--- config.mk ---
export PLATFORM = sky130hd
export DESIGN_NAME = pinbank_ctrl
export DESIGN_NICKNAME = d
export VERILOG_FILES = /design/src/rtl/pinbank_pkg.sv /design/src/rtl/pinbank_sync.sv /design/src/rtl/pinbank_edge.sv /design/src/rtl/pinbank_rstseq.sv /design/src/rtl/pinbank_ctrl.sv
export SDC_FILE = /design/constraint.sdc
export NUM_CORES = 1
export LEC_CHECK = 0
export ABC_AREA = 0
export CAP_MARGIN = 20
export CORE_ASPECT_RATIO = 1.1
export CORE_MARGIN = 3
export CORE_UTILIZATION = 44
export DETAILED_ROUTE_END_ITERATION = 10
export DONT_BUFFER_PORTS = 1
export PLACE_DENSITY = 0.59
export SYNTH_ARGS = -nofsm -noshare
export SYNTH_HDL_FRONTEND = slang
export SYNTH_SLANG_ARGS = --single-unit
--- constraint.sdc ---
create_clock -name clk -period 2.5 [get_ports clk]
set_input_delay 0.5 -clock clk [delete_from_list [all_inputs] [get_ports clk]]
set_output_delay 0.5 -clock clk [all_outputs]
set_load 0.01 [all_outputs]
--- src/rtl/pinbank_pkg.sv ---
package pinbank_pkg;

   localparam int unsigned REG_IDX_W = 4;

   typedef enum logic [REG_IDX_W-1:0] {
      RI_CFG       = 4'd0,
      RI_STAT      = 4'd1,
      RI_DIR       = 4'd2,
      RI_DIN       = 4'd3,
      RI_DOUT      = 4'd4,
      RI_DOUT_SET  = 4'd5,
      RI_DOUT_CLR  = 4'd6,
      RI_TRIG_LO   = 4'd7,
      RI_TRIG_HI   = 4'd8,
      RI_PEND      = 4'd9,
      RI_IEN       = 4'd10,
      RI_IEN_SET   = 4'd11,
      RI_IEN_CLR   = 4'd12,
      RI_WEN       = 4'd13,
      RI_WEN_SET   = 4'd14,
      RI_WEN_CLR   = 4'd15
   } reg_idx_e;

   // configuration bit positions
   localparam int unsigned CFG_SRST_BIT  = 0;
   localparam int unsigned CFG_AIDLE_BIT = 1;
   localparam int unsigned CFG_WAKE_BIT  = 2;
   localparam int unsigned CFG_IDLE_LSB  = 3;

   // trigger code bit meanings: bit0 = rising, bit1 = falling
   localparam logic [1:0] TRIG_NONE = 2'b00;
   localparam logic [1:0] TRIG_RISE = 2'b01;
   localparam logic [1:0] TRIG_FALL = 2'b10;
   localparam logic [1:0] TRIG_BOTH = 2'b11;

endpackage

--- src/rtl/pinbank_sync.sv ---
module pinbank_sync #(
   parameter int unsigned WIDTH  = 16,
   parameter int unsigned STAGES = 2
) (
   input  logic             clk,
   input  logic             rst_n,
   input  logic             clr,
   input  logic [WIDTH-1:0] d,
   output logic [WIDTH-1:0] q
);

   if (STAGES < 2) begin : g_bad_stages
      $error("pinbank_sync: STAGES must be at least 2");
   end

   logic [WIDTH-1:0] st [STAGES];

   always_ff @(posedge clk or negedge rst_n) begin
      if (!rst_n) begin
         st <= '{default: '0};
      end else if (clr) begin
         st <= '{default: '0};
      end else begin
         st[0] <= d;
         for (int k = 1; k < STAGES; k++) begin
            st[k] <= st[k-1];
         end
      end
   end

   assign q = st[STAGES-1];

endmodule

--- src/rtl/pinbank_edge.sv ---
module pinbank_edge #(
   parameter int unsigned NUM_PINS = 16
) (
   input  logic                  clk,
   input  logic                  rst_n,
   input  logic                  clr,
   input  logic [NUM_PINS-1:0]   lvl,
   input  logic [2*NUM_PINS-1:0] trig,
   output logic [NUM_PINS-1:0]   hit
);

   logic [NUM_PINS-1:0] prev_q;

   always_ff @(posedge clk or negedge rst_n) begin
      if (!rst_n)   prev_q <= '0;
      else if (clr) prev_q <= '0;
      else          prev_q <= lvl;
   end

   for (genvar i = 0; i < NUM_PINS; i++) begin : g_pin
      logic up, down;
      assign up     = lvl[i] & ~prev_q[i];
      assign down   = ~lvl[i] & prev_q[i];
      assign hit[i] = (trig[2*i] & up) | (trig[2*i+1] & down);
   end

endmodule

--- src/rtl/pinbank_rstseq.sv ---
module pinbank_rstseq #(
   parameter int unsigned DONE_DLY = 4
) (
   input  logic clk,
   input  logic rst_n,
   input  logic start,
   output logic busy,
   output logic done
);

   if (DONE_DLY < 1) begin : g_bad_dly
      $error("pinbank_rstseq: DONE_DLY must be at least 1");
   end

   localparam int unsigned CNT_W = $clog2(DONE_DLY + 1);
   localparam logic [CNT_W-1:0] LAST = CNT_W'(DONE_DLY - 1);

   logic [CNT_W-1:0] cnt_q;

   always_ff @(posedge clk or negedge rst_n) begin
      if (!rst_n) begin
         busy  <= 1'b0;
         done  <= 1'b1;
         cnt_q <= '0;
      end else if (busy) begin
         if (cnt_q == LAST) begin
            busy <= 1'b0;
            done <= 1'b1;
         end else begin
            cnt_q <= cnt_q + 1'b1;
         end
      end else if (start) begin
         busy  <= 1'b1;
         done  <= 1'b0;
         cnt_q <= '0;
      end
   end

endmodule

--- src/rtl/pinbank_ctrl.sv ---
module pinbank_ctrl
   import pinbank_pkg::*;
#(
   parameter int unsigned NUM_PINS     = 16,
   parameter int unsigned DATA_W       = 32,
   parameter int unsigned SYNC_STAGES  = 2,
   parameter int unsigned RST_DONE_DLY = 4
) (
   input  logic                 clk,
   input  logic                 rst_n,
   input  logic                 bus_sel,
   input  logic                 bus_wr,
   input  logic [REG_IDX_W-1:0] bus_addr,
   input  logic [DATA_W-1:0]    bus_wdata,
   output logic [DATA_W-1:0]    bus_rdata,
   input  logic [NUM_PINS-1:0]  gpio_in,
   output logic [NUM_PINS-1:0]  gpio_out,
   output logic [NUM_PINS-1:0]  gpio_oe,
   output logic                 irq,
   output logic                 wake_req
);

   localparam int unsigned HALF   = NUM_PINS / 2;
   localparam int unsigned TRIG_W = 2 * NUM_PINS;
   localparam int unsigned HALF_W = 2 * HALF;

   if ((NUM_PINS % 2) != 0 || NUM_PINS < 2) begin : g_bad_pins
      $error("pinbank_ctrl: NUM_PINS must be even and at least 2");
   end
   if (NUM_PINS > DATA_W) begin : g_bad_width
      $error("pinbank_ctrl: NUM_PINS must not exceed DATA_W");
   end
   if (DATA_W < CFG_IDLE_LSB + 2) begin : g_bad_cfg
      $error("pinbank_ctrl: DATA_W too narrow for configuration fields");
   end

   // register state
   logic [NUM_PINS-1:0] dir_q, dout_q, pend_q, ien_q, wen_q;
   logic [TRIG_W-1:0]   trig_q;
   logic                aidle_q, wake_q;
   logic [1:0]          idle_q;

   logic                srst_busy, done;
   logic [NUM_PINS-1:0] lvl, hit;

   wire                 unused_wdata = ^bus_wdata;

   logic wr_en, soft_start, clr_all;
   logic [NUM_PINS-1:0] wmask, pend_clr;

   assign wr_en      = bus_sel & bus_wr & ~srst_busy;
   assign wmask      = bus_wdata[NUM_PINS-1:0];
   assign soft_start = wr_en && (bus_addr == RI_CFG) && bus_wdata[CFG_SRST_BIT];
   assign clr_all    = soft_start | srst_busy;
   assign pend_clr   = (wr_en && bus_addr == RI_PEND) ? wmask : '0;

   pinbank_sync #(
      .WIDTH  (NUM_PINS),
      .STAGES (SYNC_STAGES)
   ) u_sync (
      .clk   (clk),
      .rst_n (rst_n),
      .clr   (clr_all),
      .d     (gpio_in),
      .q     (lvl)
   );

   pinbank_edge #(
      .NUM_PINS (NUM_PINS)
   ) u_edge (
      .clk   (clk),
      .rst_n (rst_n),
      .clr   (clr_all),
      .lvl   (lvl),
      .trig  (trig_q),
      .hit   (hit)
   );

   pinbank_rstseq #(
      .DONE_DLY (RST_DONE_DLY)
   ) u_rstseq (
      .clk   (clk),
      .rst_n (rst_n),
      .start (soft_start),
      .busy  (srst_busy),
      .done  (done)
   );

   always_ff @(posedge clk or negedge rst_n) begin
      if (!rst_n) begin
         dir_q   <= '1;
         dout_q  <= '0;
         trig_q  <= '0;
         pend_q  <= '0;
         ien_q   <= '0;
         wen_q   <= '0;
         aidle_q <= 1'b0;
         wake_q  <= 1'b0;
         idle_q  <= 2'b00;
      end else if (clr_all) begin
         dir_q   <= '1;
         dout_q  <= '0;
         trig_q  <= '0;
         pend_q  <= '0;
         ien_q   <= '0;
         wen_q   <= '0;
         aidle_q <= 1'b0;
         wake_q  <= 1'b0;
         idle_q  <= 2'b00;
      end else begin
         // an edge in the same cycle as a clear keeps the bit set
         pend_q <= (pend_q & ~pend_clr) | hit;
         if (wr_en) begin
            case (reg_idx_e'(bus_addr))
               RI_CFG: begin
                  aidle_q <= bus_wdata[CFG_AIDLE_BIT];
                  wake_q  <= bus_wdata[CFG_WAKE_BIT];
                  idle_q  <= bus_wdata[CFG_IDLE_LSB +: 2];
               end
               RI_DIR:      dir_q  <= wmask;
               RI_DOUT_SET: dout_q <= dout_q | wmask;
               RI_DOUT_CLR: dout_q <= dout_q & ~wmask;
               RI_TRIG_LO:  trig_q[HALF_W-1:0]      <= bus_wdata[HALF_W-1:0];
               RI_TRIG_HI:  trig_q[TRIG_W-1:HALF_W] <= bus_wdata[HALF_W-1:0];
               RI_IEN_SET:  ien_q  <= ien_q | wmask;
               RI_IEN_CLR:  ien_q  <= ien_q & ~wmask;
               RI_WEN_SET:  wen_q  <= wen_q | wmask;
               RI_WEN_CLR:  wen_q  <= wen_q & ~wmask;
               default: ;
            endcase
         end
      end
   end

   logic [DATA_W-1:0] rd_mux;

   always_comb begin
      rd_mux = '0;
      case (reg_idx_e'(bus_addr))
         RI_CFG: begin
            rd_mux[CFG_SRST_BIT]      = srst_busy;
            rd_mux[CFG_AIDLE_BIT]     = aidle_q;
            rd_mux[CFG_WAKE_BIT]      = wake_q;
            rd_mux[CFG_IDLE_LSB +: 2] = idle_q;
         end
         RI_STAT:    rd_mux[0]              = done;
         RI_DIR:     rd_mux[NUM_PINS-1:0]   = dir_q;
         RI_DIN:     rd_mux[NUM_PINS-1:0]   = lvl;
         RI_DOUT:    rd_mux[NUM_PINS-1:0]   = dout_q;
         RI_TRIG_LO: rd_mux[HALF_W-1:0]     = trig_q[HALF_W-1:0];
         RI_TRIG_HI: rd_mux[HALF_W-1:0]     = trig_q[TRIG_W-1:HALF_W];
         RI_PEND:    rd_mux[NUM_PINS-1:0]   = pend_q;
         RI_IEN:     rd_mux[NUM_PINS-1:0]   = ien_q;
         RI_WEN:     rd_mux[NUM_PINS-1:0]   = wen_q;
         default:    rd_mux                 = '0;
      endcase
   end

   assign bus_rdata = (bus_sel && !bus_wr) ? rd_mux : '0;
   assign gpio_out  = dout_q;
   assign gpio_oe   = ~dir_q;
   assign irq       = |(pend_q & ien_q);
   assign wake_req  = wake_q & (|(pend_q & wen_q));

endmodule


Word level (Yosys, flattened, before mapping) --
Index checks and enable logic that the tools add are counted.
Operators by class: add/sub/neg operators 1, equality and inequality tests 18, mux-type cells 42, bitwise operators 130, reductions and logical operators 26
Operators by type and width (count):
- $mux W16 | 15
- $and A16 B16 Y16 | 6
- $mux W32 | 3
- $pmux W16 S2 | 3
- $pmux W11 S8 | 1
- $and A1 B1 Y1 | 67
- $or A16 B16 Y16 | 4
- $not A16 Y16 | 3
- $pmux W4 S9 | 1
- $not A1 Y1 | 33
- $eq A4 B4 Y1 const B | 8
- $reduce_or A16 Y1 | 2
- $reduce_and A2 Y1 | 9
- $or A1 B1 Y1 | 17
- $eq A4 B3 Y1 const B | 4
- $mux W1 | 12
- $reduce_bool A2 Y1 | 6
- $pmux W1 S10 | 1
- $mux W3 | 3
- $reduce_bool A3 Y1 | 3
- $eq A4 B2 Y1 const B | 2
- $mux W2 | 3
- $eq A4 B1 Y1 const B | 1
- $logic_and A1 B1 Y1 | 4
- other kinds (5) | 6
Storage, ports and cells: flip-flop bits (word level) 169, input bits 56, output and inout bits 66, logic and storage cells 233

Depth between registers and ports, before layout --
depth in word-level cells 8, mapped depth 8, gate-level depth less buffers 5

By module --
A second synthesis with hierarchy kept.
Second synthesis, totals: cells, all modules 962, area total of the unflattened synthesis 9152.5 sq um
Modules (own cells, without submodules):
- pinbank_ctrl | instances 1, cells an instance 777, area each 6950.4 sq um, sequential area each 2922.8 sq um
- pinbank_sync | instances 1, cells an instance 83, area each 1143.6 sq um, sequential area each 800.8 sq um
- pinbank_edge | instances 1, cells an instance 81, area each 804.5 sq um, sequential area each 400.4 sq um
- pinbank_rstseq | instances 1, cells an instance 21, area each 254.0 sq um, sequential area each 126.4 sq um

Least setup slack after synthesis --
Ideal clock, no wire load.
path kind input to output, start point input port bus_addr[1], end point output port bus_rdata[6], arrival time 1782 ps, data required time 2000 ps, setup slack 218 ps, cell stages on the path 7, path buffers 4, path through buf_6 buf_2 and4bb_2 buf_2 buf_4 a22oi_1 a31oi_1
On the way: word-level cells in the longest chain between the ends 3, elaborated cells between the ends (all ways) 10, classes of those cells eq/ne (8); mux (2)
RTL lines:
- from (decl) | line pinbank_ctrl.sv:13 | input logic [REG_IDX_W-1:0] bus_addr,
- $eq A4 B4 Y1 (tied with other cells) | line pinbank_ctrl.sv:139 | case (reg_idx_e'(bus_addr))
- $pmux W11 S8 * | line pinbank_ctrl.sv:139
- $mux W16 * | line pinbank_ctrl.sv:159 | assign bus_rdata = (bus_sel && !bus_wr) ? rd_mux : '0;
- to (decl) | line pinbank_ctrl.sv:15 | output logic [DATA_W-1:0] bus_rdata,
Every way passes the cells marked *; elsewhere a longest branch is shown, timed or not.

Worst setup path in the final report --
start point input port bus_addr[3], end point output port bus_rdata[9]
Same word-level chain as after synthesis.

==> impl_results.md <==
* Clock-pin slew on the worst setup and hold paths at 0.07 ns
* Power Internal at 5.30 mW
* Vias at 7,147
* Slew headroom at 45.5%
* Worst path slowest cell: and4b_1
* Top cells by area, synth: dfrtp_1 (44%), nand2_1 (7.2%), a22oi_1 (5.9%)
* Layout cells sized above 1 at 12.3%
* Placed insts at 1,130
* Fmax at 414 MHz
* Seq pwr share at 51.0%
* Maximum VDD drop at 0.485 mV
* Core Footprint at 19,200 µm²
* GRT Overall Usage at 24.8%
* Initial antenna violation count at 0
* Buf/Inv on CP at 2
* Clock skew at 0.0105 ns
* CTS tree: built
* Num CTS Buffers at 17
* R2R depth at 5
* Pin count of the biggest net entering global routing at 170
* First-iteration detailed-routing DRC count at 900
* GR Overflow Total at 0
* Crit start category: input port
* RSZ-0062 raised after global routing: no
* Area growth syn-to-layout at 9.11%
* Worst Hold Margin at -0.243 ns
* Switch Pwr at 2.37 mW
* Critical path class: input port to primary output
* Distinct cells, synth at 67
* WP data arrival at 1.92 ns
* Routability congestion estimate at 0.877
* Final Setup Violations at 0
* Mapped Area at 8670 µm²
* Combinational power share at 14.4%
* Largest delay contributor family on the critical path: simple AND/OR/NAND/NOR gates
* Port Buffer Count at 0
* First-pass GRT wire length at 41,100 µm
* Outcome: finished with violations
* Final WL at 26,800 µm
* Max H-tree Level at 4
* Die height at 153 µm
* Post-Syn Area per Cell at 9.44 µm²
* Clk pwr share at 34.6%
* Crit path required time at 2.00 ns
* Fin cells at 1,163
* Site Rows at 53
* Synth top area share at 43.9%
* Root Buffer: clkbuf_16
* MaxCap Viol Count at 0
* Fin crit share at 96.7%
* Reg2Reg Capture Point: trig_q[24]$_DFFE_PN0P_
* Async SR Flop Fraction at 100%
* Most used flip-flop cell after synthesis: dfrtp_1
* Crit-path max FO at 23
* Final HPWL DP at 18,300 µm
* Setup TNS Final at 0 ns
* Vias in the first global route at 6,581
* Worst setup EP type: primary output
* PD cells at 811 nW/µm²
* Routed WL per cell at 23.1 µm
* Die Wd at 140 µm
* Yosys top cell by area: dfrtp_1
* R2r setup slk at 0.50 ns
* Fillers at 1,834
* RR Startpoint: u_rstseq.busy$_DFF_PN0_
* CP most frequent cell: buf_4
* Synth Register Bits at 169
* DR DRC count at 0
* Full die area at 21,400 µm²
* Pwr Total at 7.67 mW
* Hold Crit Class: input port to asynchronous set/reset pin
* Clk Latency, worst-skew pair at 0.43 ns
* Tightest Pin Transition at 0.817 ns
* Mapped Cells at 918
* Clock sinks at 169
* Drt pass-1 iters at 5
* Max Buffers Root-to-Sink at 2
* Register area share after synthesis at 49.0%
* Net Sw Frac at 30.9%
* Final number of hold-violating endpoints at 152
* Post-synth EDFFs at 0
* Critical path's largest stage delay at 0.62 ns
* Antenna Cells at 0
* CP cell instances: and4b_1 -> buf_4 -> a221oi_1 -> a31oi_1 -> buf_4
* Synth Warn # at 0
* Slew Limit Fails at 0
* Post-layout min period at 2.42 ns
* IO Count at 122
* Initial Utilization at 45.1%
* Violated checks: negative hold slack
* Leakage power at 3.97 nW
* # nets final at 961
* Mean number of vias per cell at 6.15
* Antenna Nets Post-Route at 0
## layout make-up
type / instances / area (µm²) / share of cell area (%)
flip-flops and latches: 169 / 4250 / 45.0
multi-input cells: 617 / 3720 / 39.3
clock buffers: 19 / 443 / 4.68
repair buffers: 43 / 385 / 4.07
well taps: 247 / 309 / 3.27
inverters: 55 / 206 / 2.18
clock inverters: 13 / 144 / 1.52
## registers in the layout, indices dropped and copies added, names as in the netlist, 3 cells and up
| register | cells |
|---|---|
| dir_q | 16 |
| gpio_out | 16 |
| ien_q | 16 |
| pend_q | 16 |
| trig_q | 32 |
| u_edge.prev_q | 16 |
| u_rstseq.cnt_q | 3 |
| u_sync.q | 16 |
| u_sync.st | 16 |
| wen_q | 16 |
## timing repair
action                                  in CTS  in global routing
hold endpoints to repair                   169                169
resized for setup                            0                  1
setup buffers                                0                  0
endpoints found under the setup margin       0                  1
## Yosys cell counts, drive strengths merged, types with 16 or more instances
master	count
o21ai	37
nand2	167
nor2	22
a221oi	18
o22ai	19
dfstp	17
a22o	17
nand3	28
buf	70
inv	55
o211ai	16
a22oi	68
and2	49
dfrtp	152
a21oi	57
clkbuf	22
## cell families (layout without fill, tap and decap cells)
| group | Yosys count | after routing | synth area share (%) |
|---|---|---|---|
| DFF | 169 | 169 | 49.0 |
| xor gates and xnor gates | 1 | 1 | 0.101 |
| adders and majority gates | 2 | 2 | 0.289 |
| and+or+nand+nor | 296 | 296 | 17.0 |
| other | 1 | 16 | 0.0433 |
| buffers and inverters | 147 | 130 | 8.85 |
| muxes | 5 | 5 | 0.592 |
| AOI/OAI and AO/OA | 297 | 297 | 24.1 |
## per-stage QoR
stage	utilization (%)	area (µm²)	setup WS, ns	hold WS (ns)
2_1_floorplan	-	8720	0.218	0.204
3_3_place_gp	46.0	8850	0.156	0.213
3_5_place_dp	46.0	8850	0.149	0.214
4_1_cts	49.1	9440	0.133	-0.249
5_1_grt	49.2	9460	0.0273	-0.259
6_report	49.2	9460	0.0836	-0.243
## power by group through the flow
stage,logic [mW],registers [mW],clock network [mW]
floorplan,0.973,3.64,0
global placement,1.06,3.92,0
detailed placement,1.10,3.92,0
CTS,1.10,3.88,2.70
global route,1.26,3.94,2.83
finish,1.10,3.91,2.66
## cell usage in the layout, fill, tap and decap left out, drive strengths merged, types with 5 or more instances in the layout
| master | synthesis | routed |
|---|---|---|
| conb | 1 | 16 |
| o211ai | 16 | 16 |
| a21oi | 57 | 57 |
| nand3 | 28 | 28 |
| dfstp | 17 | 17 |
| a22oi | 68 | 68 |
| dfrtp | 152 | 152 |
| nand2b | 7 | 7 |
| o311ai | 15 | 15 |
| o21ai | 37 | 37 |
| buf | 70 | 43 |
| inv | 55 | 58 |
| nand2 | 167 | 167 |
| and2 | 49 | 49 |
| a22o | 17 | 17 |
| a31oi | 14 | 14 |
| a221oi | 18 | 18 |
| clkbuf | 22 | 19 |
| clkinv | 0 | 5 |
| a211oi | 15 | 15 |
| o22ai | 19 | 19 |
| nor2 | 22 | 22 |
## how the worst max path moves through the flow
stage / start / to / slack [ns] / depth (start not counted)
6_report: bus_addr[3] / bus_rdata[9] / 0.08 / 5
5_1_grt: dir_q[0]$_DFFE_PN1P_ / bus_rdata[0] / 0.03 / 5
4_1_cts: dir_q[0]$_DFFE_PN1P_ / bus_rdata[0] / 0.13 / 5
3_5_place_dp: bus_addr[3] / bus_rdata[9] / 0.15 / 5
3_3_place_gp: bus_addr[3] / bus_rdata[9] / 0.16 / 5
2_1_floorplan: bus_addr[1] / bus_rdata[6] / 0.22 / 7
## per-layer routing
layer  routed length (µm)  track usage, %  vias up
li1                     -               -     3218
met1                11900            36.6     3554
met2                12200            37.6      338
met3                 2160            4.79       37
met4                  525            6.55        0
met5                    0               0        -
(Power assumes the default switching activity.)
